--- config.mk ---
export PLATFORM = sky130hd
export DESIGN_NAME = lcd_nib_ctrl
export DESIGN_NICKNAME = d
export VERILOG_FILES = /design/src/rtl/lcd_nib_ctrl.sv
export SDC_FILE = /design/constraint.sdc
export NUM_CORES = 1
export LEC_CHECK = 0
export BUFFER_PORTS_ARGS = -buffer_cell sky130_fd_sc_hd__buf_2
export CAP_MARGIN = 20
export CORE_ASPECT_RATIO = 2
export CORE_UTILIZATION = 40
export DETAILED_ROUTE_END_ITERATION = 6
export GPL_TIMING_DRIVEN = 0
export HOLD_SLACK_MARGIN = 0.05
export PLACE_DENSITY = 0.66
export SETUP_SLACK_MARGIN = 0.4
export SLEW_MARGIN = 30
export SYNTH_ARGS = -nofsm -noshare
export SYNTH_HDL_FRONTEND = slang
export SYNTH_SLANG_ARGS = --single-unit
--- constraint.sdc ---
create_clock -name clk -period 2.8 [get_ports clk]
set_input_delay 0.28 -clock clk [delete_from_list [all_inputs] [get_ports clk]]
set_output_delay 0.28 -clock clk [all_outputs]
set_load 0.02 [all_outputs]
--- src/rtl/lcd_nib_ctrl.sv ---
module lcd_nib_ctrl #(
  parameter int E_CYCLES   = 12,
  parameter int INIT_DELAY = 200000
) (
  input  logic       clk,
  input  logic       rst_n,
  input  logic       req_valid,
  output logic       req_ready,
  input  logic       req_is_data,
  input  logic [7:0] req_byte,
  output logic       lcd_e,
  output logic       lcd_rs,
  output logic       lcd_rw,
  output logic       lcd_oe,
  output logic [3:0] lcd_dout,
  input  logic       lcd_d7_in
);

  localparam int TW = $clog2(E_CYCLES + 1);
  localparam int DW = $clog2(INIT_DELAY + 1);

  typedef enum logic [2:0] {
    ST_DELAY, ST_PRE, ST_POLL_H, ST_POLL_L, ST_WR_H, ST_WR_L, ST_IDLE
  } st_t;
  typedef enum logic [1:0] {PH_SET, PH_EN, PH_HOLD} ph_t;

  st_t           st;
  ph_t           ph;
  logic [TW-1:0] tcnt;
  logic [DW-1:0] dcnt;
  logic [1:0]    pre_cnt;
  logic [1:0]    init_idx;
  logic          init_done;
  logic [7:0]    cur_byte;
  logic          cur_rs;
  logic          busy_flag;

  function automatic logic [7:0] init_cmd(input logic [1:0] i);
    case (i)
      2'd0:    init_cmd = 8'h28;
      2'd1:    init_cmd = 8'h08;
      2'd2:    init_cmd = 8'h01;
      default: init_cmd = 8'h06;
    endcase
  endfunction

  wire in_nib   = (st == ST_PRE) || (st == ST_POLL_H) || (st == ST_POLL_L) ||
                  (st == ST_WR_H) || (st == ST_WR_L);
  wire en_last  = (ph == PH_EN) && (tcnt == TW'(E_CYCLES - 1));
  wire nib_done = in_nib && (ph == PH_HOLD);

  always_ff @(posedge clk) begin
    if (!rst_n) begin
      st        <= ST_DELAY;
      ph        <= PH_SET;
      tcnt      <= '0;
      dcnt      <= '0;
      pre_cnt   <= '0;
      init_idx  <= '0;
      init_done <= 1'b0;
      cur_byte  <= '0;
      cur_rs    <= 1'b0;
      busy_flag <= 1'b0;
    end else begin
      if (in_nib) begin
        case (ph)
          PH_SET: begin
            ph   <= PH_EN;
            tcnt <= '0;
          end
          PH_EN: begin
            if (en_last) ph <= PH_HOLD;
            else         tcnt <= tcnt + 1'b1;
          end
          default: ph <= PH_SET;
        endcase
      end
      if (st == ST_POLL_H && en_last) busy_flag <= lcd_d7_in;
      case (st)
        ST_DELAY: begin
          if (dcnt == DW'(INIT_DELAY - 1)) begin
            dcnt <= '0;
            st   <= ST_PRE;
          end else begin
            dcnt <= dcnt + 1'b1;
          end
        end
        ST_PRE: if (nib_done) begin
          pre_cnt <= pre_cnt + 2'd1;
          if (pre_cnt == 2'd3) begin
            cur_byte <= init_cmd(2'd0);
            cur_rs   <= 1'b0;
            st       <= ST_POLL_H;
          end else begin
            st <= ST_DELAY;
          end
        end
        ST_POLL_H: if (nib_done) st <= ST_POLL_L;
        ST_POLL_L: if (nib_done) st <= busy_flag ? ST_POLL_H : ST_WR_H;
        ST_WR_H:   if (nib_done) st <= ST_WR_L;
        ST_WR_L: if (nib_done) begin
          if (init_done) begin
            st <= ST_IDLE;
          end else if (init_idx == 2'd3) begin
            init_done <= 1'b1;
            st        <= ST_IDLE;
          end else begin
            init_idx <= init_idx + 2'd1;
            cur_byte <= init_cmd(init_idx + 2'd1);
            st       <= ST_POLL_H;
          end
        end
        ST_IDLE: if (req_valid) begin
          cur_byte <= req_byte;
          cur_rs   <= req_is_data;
          st       <= ST_POLL_H;
        end
        default: st <= ST_DELAY;
      endcase
    end
  end

  assign req_ready = (st == ST_IDLE);
  assign lcd_e     = in_nib && (ph == PH_EN);
  assign lcd_rw    = (st == ST_POLL_H) || (st == ST_POLL_L);
  assign lcd_rs    = ((st == ST_WR_H) || (st == ST_WR_L)) && cur_rs;
  assign lcd_oe    = (st == ST_PRE) || (st == ST_WR_H) || (st == ST_WR_L);
  assign lcd_dout  = (st == ST_PRE)  ? ((pre_cnt == 2'd3) ? 4'h2 : 4'h3) :
                     (st == ST_WR_H) ? cur_byte[7:4] :
                     (st == ST_WR_L) ? cur_byte[3:0] : 4'h0;

  logic [TW:0] e_run;
  always_ff @(posedge clk) begin
    if (!rst_n) e_run <= '0;
    else        e_run <= lcd_e ? e_run + 1'b1 : '0;
  end

  AST_E_WIDTH: assert property (@(posedge clk) disable iff (!rst_n)
    $fell(lcd_e) |-> e_run == (TW+1)'(E_CYCLES));
  AST_E_SETUP: assert property (@(posedge clk) disable iff (!rst_n)
    $rose(lcd_e) |-> $stable(lcd_rs) && $stable(lcd_rw) && $stable(lcd_dout));
  AST_E_HOLD: assert property (@(posedge clk) disable iff (!rst_n)
    $fell(lcd_e) |-> $stable(lcd_rs) && $stable(lcd_rw) && $stable(lcd_dout));
  AST_READ_RS_LOW: assert property (@(posedge clk) disable iff (!rst_n)
    lcd_rw |-> !lcd_rs);
  AST_DRIVE_ON_WRITE: assert property (@(posedge clk) disable iff (!rst_n)
    lcd_e |-> (lcd_oe != lcd_rw));
  AST_NO_READY_IN_XFER: assert property (@(posedge clk) disable iff (!rst_n)
    lcd_e |-> !req_ready);

endmodule

# Word level (Yosys, flattened, before mapping)
# Index checks and enable logic that the tools add are counted.
word_totals:
  out_inout_bits: 9
  in_bits: 13
  ff_bits: 42
op_classes:
  add_sub_neg: 4
  muxes: 35
  n_eq_ne: 26
  n_bitwise: 2
  n_reduce_logical: 27
op_table:
  columns: ["cell", "n"]
  rows:
  - ["8-bit two-way mux", 6]
  - ["3-bit two-way mux", 10]
  - ["8-bit case mux with 3 select lines", 1]
  - ["2-bit != test, second input constant", 11]
  - ["3-bit case mux with 7 select lines", 1]
  - ["18-bit by 1-bit adder with 18-bit output, second input constant", 1]
  - ["18-bit equality test, second input constant", 1]
  - ["18-bit two-way mux", 1]
  - ["6-bit case mux with 3 select lines", 1]
  - ["4-bit two-way mux", 4]
  - ["7-bit AND reduction", 2]
  - ["3-bit equality test, second input constant", 3]
  - ["2-bit equality test, second input constant", 4]
  - ["1-bit logical OR", 8]
  - ["4-bit case mux with 2 select lines", 1]
  - ["4-bit AND reduction", 2]
  - ["3-bit by 2-bit equality test with 1-bit output, second input constant", 2]
  - ["1-bit two-way mux", 6]
  - ["2-bit AND reduction", 3]
  - ["1-bit logical AND", 5]
  - ["2-bit by 1-bit adder with 2-bit output, second input constant", 2]
  - ["4-bit by 1-bit adder with 4-bit output, second input constant", 1]
  - ["2-bit by 1-bit equality test with 1-bit output, second input constant", 2]
  - ["4-bit equality test, second input constant", 1]
  - ["11 further kinds", 15]

# Logic depth before layout (Yosys ltp)
depth:
  depth_word: 8
  ltp_mapped: 7
  ltp_nobuf: 5

# Worst setup path before layout
# Ideal clock, no wire load.
synth_timing:
  kind: "register to register"
  from: "register st[0]"
  to: "register dcnt[12]"
  stages_incl_launch_ff: 7
  slack_ps: 797
  setup_ps: 71
  t_arrival_ps: 1932
  path_cell_list: "dfxtp_1 -> or3_1 -> buf_6 -> or3_1 -> buf_6 -> or4_1 -> a21oi_1"
synth_between:
  elab_chain_cells: 1
synth_lines:
  columns: ["element", "line", "text"]
  rows:
  - ["start: declaration", "27", "st_t st;"]
  - ["start signal: assignment", "99", "ST_POLL_L: if (nib_done) st <= busy_flag ? ST_POLL_H : ST_WR_H;"]
  - ["3-bit zero test", "79", "case (st)"]
  - ["end signal: assignment", "85", "dcnt <= dcnt + 1'b1;"]
  - ["end: declaration", "30", "logic [DW-1:0] dcnt;"]
# Every way passes these cells.
# A chain may end at the register's enable or synchronous reset.

# Worst setup path after layout
layout_timing:
  from: "register st[2]"
  to: "output lcd_dout[0]"
layout_between:
  elab_chain_cells: 4
  word_cells_on_any_way: 6
  cone_classes: "eq/ne: 3; mux: 3"
layout_lines:
  columns: ["element", "line", "text"]
  rows:
  - ["3-bit equality test", "130", "(st == ST_WR_L) ? cur_byte[3:0] : 4'h0;"]
  - ["4-bit two-way mux", "130", null]
  - ["4-bit two-way mux", "129", "(st == ST_WR_H) ? cur_byte[7:4] :"]
  - ["4-bit two-way mux (*)", "128", "assign lcd_dout = (st == ST_PRE) ? ((pre_cnt == 2'd3) ? 4'h2 : 4'h3) :"]
  - ["end: declaration", "15", "output logic [3:0] lcd_dout,"]
# Mark *: on every way between the ends. The rest lies on a longest branch, timed or not.

==> impl_metrics.yaml <==
drt:
  drc: 0
  drtIter0Drc: 69
  vias_per_cell: 5.85
  via_count: 2119
  routed_wl_um: 5700
  routedWlPerCell_um: 15.7
  ant_nets: 0
  first_pass_iters: 4
synthesis:
  synth_cells: 273
  yosysTopAreaCell: "dfxtp_1"
  synth_nets: 293
  netlist_area_um2: 2310
  synth_area_leaders: "dfxtp_1 (36%), mux2i_1 (5.6%), ha_1 (3.8%)"
  syn_avg_cell_area_um2: 8.46
  yosysSeqAreaShare: 0.364
  yosysWarnings: 0
  synth_cell_types: 51
  yosysMostFrequentCell: "dfxtp_1"
  synth_top_area_frac: 0.364
  ys_ff_latch: 42
  synthArstFlopShare: 0
  ys.flop_type: "dfxtp_1"
  synth_edf_count: 0
  synth_common_cells: "dfxtp_1 (42), nand2_1 (22), nor2_1 (18), nand3_1 (16)"
timing:
  post-route-period-util: 0.797
  maxSlewHeadroom: 0.654
  drv_slew: 0
  finalSetupTns_ns: 0
  rsz0062_at_grt: "no"
  fmax_mhz: 448
  setup_viol: 0
  worst_pin_slew_ns: 0.516
  hold_violations: 0
  setup_ws_ns: 0.568
  fin_worst_skew_ns: 0.00592
  period_minus_slack_ns: 2.23
placed_design:
  post_dp_cell_area_um2: 2490
  dp_hpwl_um: 4310
  pre_cts_slack_ns: 0.584
  place_inst: 354
  gp_congestion: 0.871
  portBuffers: 21
clock_tree:
  cts_root_buf: "clkbuf_8"
  ctsHoldBuffers: 0
  cts_sinks: 42
  h-tree-depth: 2
  clkLatencyLatePin_ns: 0.31
  cts_inserted_buffers: 5
  clk_pin_slew_ns: 0.08
  clk_path_buf_depth: 2
  cts_tree: "built"
setup_path:
  cp.depth: 6
  cp.arrival_ns: 1.95
  crit_required_ns: 2.52
  reg2reg_slack_ns: 0.66
  path_buf_inv: 3
  cp_slowest_stage_delay_ns: 0.44
  cp_slowest_cell: "dfxtp_1"
  end_kind: "output pin"
  r2r_cells: 6
  setup.worst_path.start: "st[2]$_SDFFE_PN0P_"
  timing.rr.start: "st[0]$_SDFFE_PN0P_"
  regToRegEndpoint: "dcnt[16]$_SDFFE_PN0P_"
  crit_type: "register to output pin"
  crit_end: "lcd_dout[0]"
  cpLargestDelayFamily: "buffers and inverters"
  crit_path_start_kind: "register"
  critical_path.max_fanout: 10
  crit_chain: "clkbuf_2 > clkbuf_1 > and2_1 > o21ai_0 > a21oi_1 > buf_2"
power_and_ir_drop:
  switchingPower_mw: 0.245
  max-vdd-ir-drop_v: 0.000290
  power_density_nw_per_um2: 408
  leakage_nw: 0.973
  p_sw_frac: 0.232
  p_clk_frac: 0.397
  seqPwrFrac: 0.570
  power.internal_mw: 0.814
  p_comb_frac: 0.033
floorplan:
  num_rows: 38
  ios: 22
  die_h_um: 109
  start_util: 0.422
  die_w_um: 55.7
  core_um2: 5470
  die-area_um2: 6100
grt:
  grt_max_degree: 13
  track_usage: 0.206
  grt_pass1_wl_um: 9620
  grt_pass1_vias: 2042
  antenna_found_initial: 0
  grt-ovfl-total: 0
cells_and_area:
  multiInputGateArea_um2: 1370
  fin_area_um2: 2590
  finalNonFillerCells: 362
  fill_cells: 547
  insertedDiodeCount: 0
  final_nets: 321
  syn2layout_area_growth_pct: 12.4
  drive_above_1_share: 0.126
  register_area_um2: 841
status:
  outcome: "finished, final reports clean"
run:
  drv_cap: 0
worst_hold_path:
  hold_path.class: "input pin to register"
registers in the layout, summed over array words and instances (netlist names):
name       cells
pre_cnt        2
busy_flag      1
cur_rs         1
dcnt          18
init_done      1
init_idx       2
cur_byte       8
tcnt           4
st             3
ph             2
per-stage QoR:
stage	power (mW)	hold WS [ns]	utilization
floorplan	0.636	0.420	-
global placement	0.653	0.447	0.455
detailed placement	0.654	0.456	0.455
CTS	1.07	0.213	0.473
global route	1.10	0.240	0.474
finish	1.06	0.220	0.474
worst register-to-register path, delay by kind of cell (launching register included):
family	cells	cell delay [ns]
AND/OR/NAND/NOR	3	1.25
AO/OA/AOI/OAI	1	0.15
flip-flops	1	0.37
buffers and inverters	2	0.30
worst min path at each step:
stage	from	endpoint	cells after the start
floorplan	req_is_data	cur_rs$_SDFFE_PN0P_	2
global placement	cur_byte[0]$_SDFFE_PN0P_	cur_byte[0]$_SDFFE_PN0P_	2
detailed placement	cur_byte[4]$_SDFFE_PN0P_	cur_byte[4]$_SDFFE_PN0P_	2
CTS	req_is_data	cur_rs$_SDFFE_PN0P_	3
global route	req_byte[7]	cur_byte[7]$_SDFFE_PN0P_	3
finish	req_is_data	cur_rs$_SDFFE_PN0P_	3
power groups by stage:
stage | sequential (mW) | clock, mW | combinational, mW
after floorplan | 0.617 | 0 | 0.0188
after global placement | 0.618 | 0 | 0.0354
after detailed placement | 0.618 | 0 | 0.0361
after CTS | 0.604 | 0.431 | 0.0363
after global routing | 0.604 | 0.451 | 0.0402
final | 0.604 | 0.420 | 0.0352
layer usage:
layer / vias up / global-route usage / wire length, um
met4: 0 / 0.139 / 261
met2: 43 / 0.410 / 3210
met3: 18 / 0.0318 / 139
met5: - / 0 / 0
li1: 1055 / - / -
met1: 1003 / 0.187 / 2080
layout make-up:
type                            count  share of cell area
Multi-Input combinational cell    207               0.529
Sequential cell                    42               0.324
Timing Repair Buffer               21              0.0405
Clock buffer                        7              0.0333
Buffer                             16              0.0309
Tap cell                           60              0.0289
Inverter                            8              0.0116
Clock inverter                      1             0.00193
kinds of logic after synthesis:
logic type,share of synthesized area
simple gates,0.285
fa+ha+maj,0.0379
compound gates,0.172
mux,0.0564
xor+xnor,0.0379
flops,0.364
buf+inv,0.0461
placed cells by master, fill, tap and decap left out, types with 4 or more instances in the layout:
cell      count
dfxtp_1      42
nand2_1      22
buf_2        22
nor2_1       18
nand3_1      16
mux2i_1      13
o21ai_0      13
clkbuf_1     10
a21oi_1      10
xnor2_1       9
inv_1         7
nor2b_1       7
ha_1          7
nand3b_1      6
nand2b_1      6
and2_1        6
o211ai_1      6
clkbuf_8      6
and3_1        5
nand4_1       5
or4_1         4
nor4_1        4
nor3b_1       4
nor3_1        4
what timing repair did:
item	4_1_cts	5_1_grt
pin swaps	0	0
setup endpoints to repair	1	7
gates resized for setup	1	7
buffers inserted	0	0
(Power assumes the default switching activity.)
